`config.mk`:
```
export PLATFORM = sky130hd
export DESIGN_NAME = burst_col_seq
export DESIGN_NICKNAME = d
export VERILOG_FILES = /design/src/rtl/burst_col_pkg.sv /design/src/rtl/burst_seq_ctrl.sv /design/src/rtl/burst_seq_dp.sv /design/src/rtl/burst_col_seq.sv
export SDC_FILE = /design/constraint.sdc
export NUM_CORES = 1
export LEC_CHECK = 0
export BUFFER_PORTS_ARGS = -buffer_cell sky130_fd_sc_hd__buf_4
export CAP_MARGIN = 40
export CORE_MARGIN = 2
export CORE_UTILIZATION = 30
export CTS_CLUSTER_DIAMETER = 200
export DETAILED_ROUTE_END_ITERATION = 8
export HOLD_SLACK_MARGIN = 0.06
export SYNTH_ARGS = -nofsm -noshare
export SYNTH_HDL_FRONTEND = slang
export SYNTH_SLANG_ARGS = --single-unit
```
`constraint.sdc`:
```
create_clock -name clk -period 2.65 [get_ports clk]
set_input_delay 0.3975 -clock clk [delete_from_list [all_inputs] [get_ports clk]]
set_output_delay 0.3975 -clock clk [all_outputs]
set_load 0.02 [all_outputs]
```
`src/rtl/burst_col_pkg.sv`:
```
package burst_col_pkg;

  localparam int MODE_W = 13;

  // mode word field positions
  localparam int LEN_LO  = 0;
  localparam int ORD_BIT = 3;
  localparam int CAS_LO  = 4;
  localparam int OPM_LO  = 7;
  localparam int WSG_BIT = 9;
  localparam int RSV_LO  = 10;

  // length codes
  localparam logic [2:0] LEN_ONE   = 3'b000;
  localparam logic [2:0] LEN_TWO   = 3'b001;
  localparam logic [2:0] LEN_FOUR  = 3'b010;
  localparam logic [2:0] LEN_EIGHT = 3'b011;
  localparam logic [2:0] LEN_ROW   = 3'b111;

  // strobes from control to datapath
  typedef struct packed {
    logic load;
    logic advance;
    logic finish;
  } seqStrobe_t;

  function automatic logic modeReserved(input logic [MODE_W-1:0] mw);
    logic [2:0] lenCode;
    logic [2:0] casCode;
    logic lenOk;
    logic casOk;
    lenCode = mw[LEN_LO +: 3];
    casCode = mw[CAS_LO +: 3];
    lenOk = (lenCode == LEN_ONE) || (lenCode == LEN_TWO) || (lenCode == LEN_FOUR) ||
            (lenCode == LEN_EIGHT) || (lenCode == LEN_ROW);
    casOk = (casCode == 3'd1) || (casCode == 3'd2) || (casCode == 3'd3);
    return !lenOk || !casOk || (mw[OPM_LO +: 2] != 2'b00) || (mw[RSV_LO +: 3] != 3'b000) ||
           (mw[ORD_BIT] && (lenCode == LEN_ROW));
  endfunction

endpackage

```
`src/rtl/burst_seq_ctrl.sv`:
```
module burst_seq_ctrl
  import burst_col_pkg::*;
(
  input  logic       clk,
  input  logic       rstN,
  input  logic       startPulse,
  input  logic       modeIllegal,
  input  logic       terminate,
  input  logic       atLast,
  output seqStrobe_t strobe,
  output logic       busy,
  output logic       doneOut
);

  always_comb begin
    strobe.load    = !busy && startPulse && !modeIllegal;
    strobe.advance = busy && !terminate && !atLast;
    strobe.finish  = busy && (terminate || atLast);
  end

  always_ff @(posedge clk) begin
    if (!rstN) begin
      busy    <= 1'b0;
      doneOut <= 1'b0;
    end else begin
      if (strobe.load)        busy <= 1'b1;
      else if (strobe.finish) busy <= 1'b0;
      doneOut <= strobe.finish;
    end
  end

  p_done_after_last_r8: assert property (@(posedge clk) disable iff (!rstN)
    busy && atLast |=> doneOut && !busy);

  p_done_one_cycle_r8: assert property (@(posedge clk) disable iff (!rstN)
    doneOut |=> !doneOut);

  p_term_ends_r9: assert property (@(posedge clk) disable iff (!rstN)
    busy && terminate |=> !busy && doneOut);

  p_busy_holds_r10: assert property (@(posedge clk) disable iff (!rstN)
    busy && !terminate && !atLast |=> busy);

  p_illegal_refused_r11: assert property (@(posedge clk) disable iff (!rstN)
    !busy && modeIllegal |=> !busy);

endmodule

```
`src/rtl/burst_seq_dp.sv`:
```
module burst_seq_dp
  import burst_col_pkg::*;
#(
  parameter int COL_W = 9
) (
  input  logic             clk,
  input  logic             rstN,
  input  seqStrobe_t       strobe,
  input  logic             running,
  input  logic [COL_W-1:0] startCol,
  input  logic [COL_W-1:0] blkMask,
  input  logic             fullRow,
  input  logic             interleave,
  output logic [COL_W-1:0] colAddr,
  output logic             atLast
);

  logic [COL_W-1:0] baseCol;
  logic [COL_W-1:0] maskReg;
  logic [COL_W-1:0] beatIdx;
  logic             fullReg;
  logic             ilvReg;
  logic [COL_W-1:0] offset;

  always_ff @(posedge clk) begin
    if (!rstN) begin
      baseCol <= '0;
      maskReg <= '0;
      beatIdx <= '0;
      fullReg <= 1'b0;
      ilvReg  <= 1'b0;
    end else if (strobe.load) begin
      baseCol <= startCol;
      maskReg <= blkMask;
      beatIdx <= '0;
      fullReg <= fullRow;
      ilvReg  <= interleave;
    end else if (strobe.advance) begin
      beatIdx <= beatIdx + 1'b1;
    end
  end

  always_comb begin
    offset  = ilvReg ? (baseCol ^ beatIdx) : (baseCol + beatIdx);
    colAddr = (baseCol & ~maskReg) | (offset & maskReg);
    atLast  = !fullReg && (beatIdx == maskReg);
  end

  p_seq_step_r3: assert property (@(posedge clk) disable iff (!rstN)
    running && $past(running) && !ilvReg && (maskReg != '0)
      |-> ((colAddr - $past(colAddr)) & maskReg) == COL_W'(1));

  p_block_kept_r4: assert property (@(posedge clk) disable iff (!rstN)
    running && $past(running) |-> ((colAddr ^ $past(colAddr)) & ~maskReg) == '0);

endmodule

```
`src/rtl/burst_col_seq.sv`:
```
module burst_col_seq
  import burst_col_pkg::*;
#(
  parameter int COL_W = 9
) (
  input  logic             clk,
  input  logic             rstN,
  input  logic [12:0]      modeWord,
  input  logic             startPulse,
  input  logic [COL_W-1:0] startCol,
  input  logic             isWrite,
  input  logic             terminate,
  output logic             colValid,
  output logic [COL_W-1:0] colAddr,
  output logic             lastBeat,
  output logic             burstDone,
  output logic             modeIllegal
);

  localparam logic [COL_W-1:0] ROW_MASK = {COL_W{1'b1}};

  seqStrobe_t       strobe;
  logic             busy;
  logic             atLast;
  logic [COL_W-1:0] blkMask;
  logic             fullRow;

  always_comb begin
    modeIllegal = modeReserved(modeWord);
    fullRow     = 1'b0;
    blkMask     = '0;
    if (!(isWrite && modeWord[WSG_BIT])) begin
      unique case (modeWord[LEN_LO +: 3])
        LEN_TWO:   blkMask = COL_W'(1);
        LEN_FOUR:  blkMask = COL_W'(3);
        LEN_EIGHT: blkMask = COL_W'(7);
        LEN_ROW: begin
          blkMask = ROW_MASK;
          fullRow = 1'b1;
        end
        default:   blkMask = '0;
      endcase
    end
  end

  burst_seq_ctrl u_ctrl (
    .clk        (clk),
    .rstN       (rstN),
    .startPulse (startPulse),
    .modeIllegal(modeIllegal),
    .terminate  (terminate),
    .atLast     (atLast),
    .strobe     (strobe),
    .busy       (busy),
    .doneOut    (burstDone)
  );

  burst_seq_dp #(.COL_W(COL_W)) u_dp (
    .clk       (clk),
    .rstN      (rstN),
    .strobe    (strobe),
    .running   (busy),
    .startCol  (startCol),
    .blkMask   (blkMask),
    .fullRow   (fullRow),
    .interleave(modeWord[ORD_BIT]),
    .colAddr   (colAddr),
    .atLast    (atLast)
  );

  assign colValid = busy;
  assign lastBeat = busy && atLast;

  p_last_with_valid_r8: assert property (@(posedge clk) disable iff (!rstN)
    lastBeat |-> colValid);

endmodule

```
After elaboration in Yosys (flattened, before gate mapping). Cells that the tools add are included. W data, S select, Z words.

Flip-flop bits (word level): 31. Input bits: 27. Word-level logic and storage cells: 62.

Add/sub/neg operators: 2. Equal/unequal tests: 8. Mux-type cells: 7. Bitwise operators: 6. Reduce and logical (&&, ||, !) cells: 32.

Operators by type and width (number): $pmux W9 S4 (1); $and A9 B9 Y9 (2); $mux W9 (2); $eq A3 B2 Y1 const B (4); $logic_or A1 B1 Y1 (11); $add A9 B1 Y9 const B (1); $add A9 B9 Y9 (1); $eq A9 B9 Y1 (1); $logic_and A1 B1 Y1 (9); $not A9 Y9 (1); $or A9 B9 Y9 (1); $xor A9 B9 Y9 (1); $logic_not A1 Y1 (7); $eq A3 B1 Y1 const B (2); $mux W1 (4); $reduce_bool A2 Y1 (2); $eq A3 B3 Y1 const B (1); $logic_not A3 Y1 (1); $reduce_bool A3 Y1 (1); $reduce_or A2 Y1 (1); $not A1 Y1 (1).

Longest topological paths before layout.
Depth in word-level cells: 13. Gate-level depth with buffers: 7. Gate-level depth less buffers: 7.

By module. A second synthesis with hierarchy kept.

Cells, all modules: 229. Area total of the unflattened synthesis: 2047.0 um2.

By module, submodules not included: burst_seq_dp (times used 1, cells each 208, area an instance 1874.3 um2, seq. area each 580.6 um2); burst_seq_ctrl (times used 1, cells each 7, area an instance 92.6 um2, seq. area each 40.0 um2); burst_col_seq (times used 1, cells each 14, area an instance 80.1 um2, seq. area each 0.0 um2).

Least setup slack after synthesis. Ideal clock, no wire load.

Path type: register to output. Start: register u_dp.beatIdx[0]. End: output port colAddr[8]. Arrival time: 2141 ps. Setup slack: 112 ps. Cell stages (with the launch flop): 8. Path buffers: 0. Path through: dfxtp_1 > ha_1 > fa_1 > a211oi_1 > o32ai_1 > a31oi_1 > mux2i_1 > xor2_1.

Word-level cells in the longest chain between the ends: 4.

RTL lines: from (decl) (RTL line burst_seq_dp.sv:20) `logic [COL_W-1:0] beatIdx;`; from (signal assigned) (RTL line burst_seq_dp.sv:39) `beatIdx <= beatIdx + 1'b1;`; $add A9 B9 Y9 (RTL line burst_seq_dp.sv:44) `offset = ilvReg ? (baseCol ^ beatIdx) : (baseCol + beatIdx);`; $mux W9 (RTL line burst_seq_dp.sv:44); $and A9 B9 Y9 (RTL line burst_seq_dp.sv:45) `colAddr = (baseCol & ~maskReg) | (offset & maskReg);`; $or A9 B9 Y9 (RTL line burst_seq_dp.sv:45); to (decl) (RTL line burst_col_seq.sv:14) `output logic [COL_W-1:0] colAddr,`.

Every way passes these cells.

Worst setup path in the final report.
Start: register u_dp.baseCol[0]. End: output port colAddr[8].

Word-level cells in the longest chain between the ends: 4.

RTL lines: from (decl) (RTL line burst_seq_dp.sv:18) `logic [COL_W-1:0] baseCol;`; from (signal assigned) (RTL line burst_seq_dp.sv:33) `baseCol <= startCol;`; $add A9 B9 Y9 (RTL line burst_seq_dp.sv:44); $mux W9 (RTL line burst_seq_dp.sv:44); $and A9 B9 Y9 (RTL line burst_seq_dp.sv:45); $or A9 B9 Y9 (RTL line burst_seq_dp.sv:45).

Every way passes these cells.

==> metrics.cfg <==
[setup_path]
critPathKind = flop to output pin
cp-start-kind = flop
r2r_slack_ns = 0.69
cp.depth = 8
crit_family = compound AO/OA/AOI/OAI gates
worstPathRequired_ns = 2.25
cp.arrival_ns = 2.34
crit_buf_inv = 1
slowest_stage = fa_2
worstReg2RegStart = u_dp.beatIdx[1]$_SDFFE_PP0P_
reg2regPathDepth = 8
endpoint_kind = output pin
crit_fanout = 3
cp_slowest_stage_delay_ns = 0.37
path_cells = ha_4, fa_2, a211oi_4, o32ai_2, a31oi_1, mux2i_1, xor2_1, buf_4
r2r-end = u_ctrl.busy$_SDFFE_PN0P_

[cells_and_area]
mostFrequentLayoutCells = 46 x buf_4, 20 x a21oi_1, 20 x dfxtp_1
layout_commonest_cell = buf_4
area_growth_pct = 32.9
antennaDiodeCount = 0
drive_above_1_share_pct = 31.6
num-nets-final = 272
n_fill_cell = 563
fin_area_sq_um = 2210

[clocking]
cts_buffers = 3
clock_path_buffers = 2
clkSinkCount = 26
insertion_delay_ns = 0.27
htree_levels = 1
clk_pin_slew_ns = 0.09
hold_buffers = 0
root_buffer = clkbuf_8
cts_tree = yes

[die]
io_pins = 40
dieWidth_um = 78.4
die_area_sq_um = 6150
row_count = 27
initial_core_util_pct = 30.5
core_sq_um = 5440
dieHeight_um = 78.4

[logic_synthesis]
synth_edf_count = 0
synthCells = 190
synth_seq_area_share_pct = 31.3
syn-num-nets = 227
synth_seq_cells = 26
avgSynthCellArea_sq_um = 8.75
synth_cell_types = 46
synth_ff_type = dfxtp_1
synth_area_sq_um = 1660
async_flop_share_pct = 0
ys_warn_count = 0

[global_route]
track_usage_pct = 13.5
grt_pass1_vias = 1489
grt_max_degree = 21
grt-ovfl-total = 0
grt_pass1_wl_mm = 6.70
grt_antenna_before_repair = 0

[timing]
drv_slew = 0
layout_setup_ws_ns = -0.0845
max_slew_margin_pct = 68.3
skew_ns = 0.00441
setup_viol = 1
fmax_ghz = 0.366
hold_viol_final = 0
max_slew.worst_pin.slew_ns = 0.475
fin_crit_ns = 2.73
fin_crit_sh_pct = 103
rsz0062_at_grt = true
fin_tns_setup_ns = -0.0845

[detailed_routing]
viasPerCell = 4.94
drt-initial-drc-count = 57
vias = 1512
ant_nets = 0
dr.pass1.iters = 4
wirelength_mm = 3.96
routedWlPerCell_um = 12.9
route.detailed.drc = 0

[outcome]
violations = setup timing
status = finished with violations

[job]
drv_cap = 0

[pwr]
peakVddDrop_mv = 0.209
power_mw = 0.707
powerDensity_nw_per_um2 = 320
p_leak_nw = 0.977

[worst_hold_path]
min-delay-start = startCol[8]
min_path_cells = 3
hp-class = input port to flop
holdPathEnd = u_dp.baseCol[8]$_SDFFE_PN0P_

[placement]
gp_congestion = 0.778
portBuffers = 39
pre_cts_ws_ns = 0.0977
dp_hpwl_mm = 2.99
placed_area_sq_um = 2060

[Yosys cell counts, types with 2 or more instances]
master / instances / share of area, %
nand3_1: 3 / 0.90
o21ai_0: 6 / 1.8
a21oi_1: 20 / 6.0
clkbuf_1: 3 / 0.68
o21bai_1: 2 / 0.90
dfxtp_1: 26 / 31
buf_2: 2 / 0.60
or3_1: 3 / 1.1
nand2_1: 12 / 2.7
nand4_1: 6 / 2.3
nor2_1: 11 / 2.5
nand2b_1: 2 / 0.75
xor2_1: 7 / 3.7
inv_1: 5 / 1.1
nand3b_1: 2 / 0.90
and2_1: 2 / 0.75
ha_1: 9 / 6.8
nor2b_1: 13 / 4.9
or2_2: 2 / 0.75
mux2_2: 2 / 1.4
or4_1: 6 / 2.7
a21o_1: 2 / 0.90
a21boi_0: 4 / 1.8
mux2i_1: 12 / 7.2
xnor2_1: 3 / 1.6
o31ai_1: 5 / 2.3
[where the power goes]
| part | internal, mW | leakage [nW] | switching (mW) |
|---|---|---|---|
| Combinational | 0.0337 | 0.736 | 0.0221 |
| Sequential | 0.391 | 0.212 | 0.000535 |
| Clock | 0.133 | 0.0288 | 0.127 |
[state kept, by name, summed over array words and instances (netlist names)]
register,flops
u_dp.ilvReg,1
u_ctrl.busy,1
u_dp.fullReg,1
u_dp.maskReg,4
u_dp.baseCol,9
u_dp.beatIdx,9
u_ctrl.doneOut,1
[metrics by stage]
step	util, %	instances	hold WS (ns)
6_report	40.6	306	0.375
5_1_grt	40.6	306	0.377
4_1_cts	39.2	305	0.369
3_5_place_dp	38.0	301	0.471
3_3_place_gp	38.0	301	0.463
2_1_floorplan	-	190	0.438
[worst max path at each step]
stage                            startpoint         end  slack, ns
2_1_floorplan  u_dp.beatIdx[0]$_SDFFE_PP0P_  colAddr[8]       0.11
3_3_place_gp   u_dp.beatIdx[0]$_SDFFE_PP0P_  colAddr[8]       0.11
3_5_place_dp   u_dp.baseCol[0]$_SDFFE_PN0P_  colAddr[8]        0.1
4_1_cts        u_dp.baseCol[0]$_SDFFE_PN0P_  colAddr[8]      -0.15
5_1_grt        u_dp.baseCol[0]$_SDFFE_PN0P_  colAddr[8]      -0.21
6_report       u_dp.baseCol[0]$_SDFFE_PN0P_  colAddr[8]      -0.08
[cells by family (layout without fill, tap and decap cells)]
logic type,count (synthesis),count (layout),share of synthesized area [%]
AOI/OAI and AO/OA,48,48,19.6
xor gates and xnor gates,10,10,5.27
adders and majority gates,11,11,8.58
buffers and inverters,12,56,3.09
DFF,26,26,31.3
muxes,14,14,8.58
and+or+nand+nor,69,69,23.6
[what timing repair did]
item	in CTS	in global routing
pin swaps	2	8
resized for setup	3	14
endpoints found under the setup margin	3	3
buffers inserted	0	1
cloned	0	0
[layout make-up]
| cell class | count | area [sq um] | share of cell area [%] |
|---|---|---|---|
| Clock buffer | 4 | 55.1 | 2.49 |
| Inverter | 5 | 18.8 | 0.850 |
| Multi-Input combinational cell | 152 | 1160 | 52.5 |
| Sequential cell | 26 | 528 | 23.9 |
| Tap cell | 72 | 90.1 | 4.08 |
| Timing Repair Buffer | 47 | 357 | 16.1 |
[layer usage]
metal / GRT usage [%] / vias to the layer above / part of all wire (%)
met5: 0 / - / 0
met4: 4.21 / 0 / 1.1
met3: 2.64 / 5 / 3.9
met2: 22.8 / 29 / 48
met1: 17.2 / 696 / 47
li1: - / 782 / -
[worst register-to-register path, stage by stage, from the launching register on]
cell     delay, ns
dfxtp_2       0.35
buf_6         0.12
buf_4         0.14
xor2_1        0.13
or4_1         0.40
a21oi_1       0.21
buf_4         0.26
o21ai_0       0.11
and2_1        0.15
Note: power is estimated with default switching activity, not from simulation.
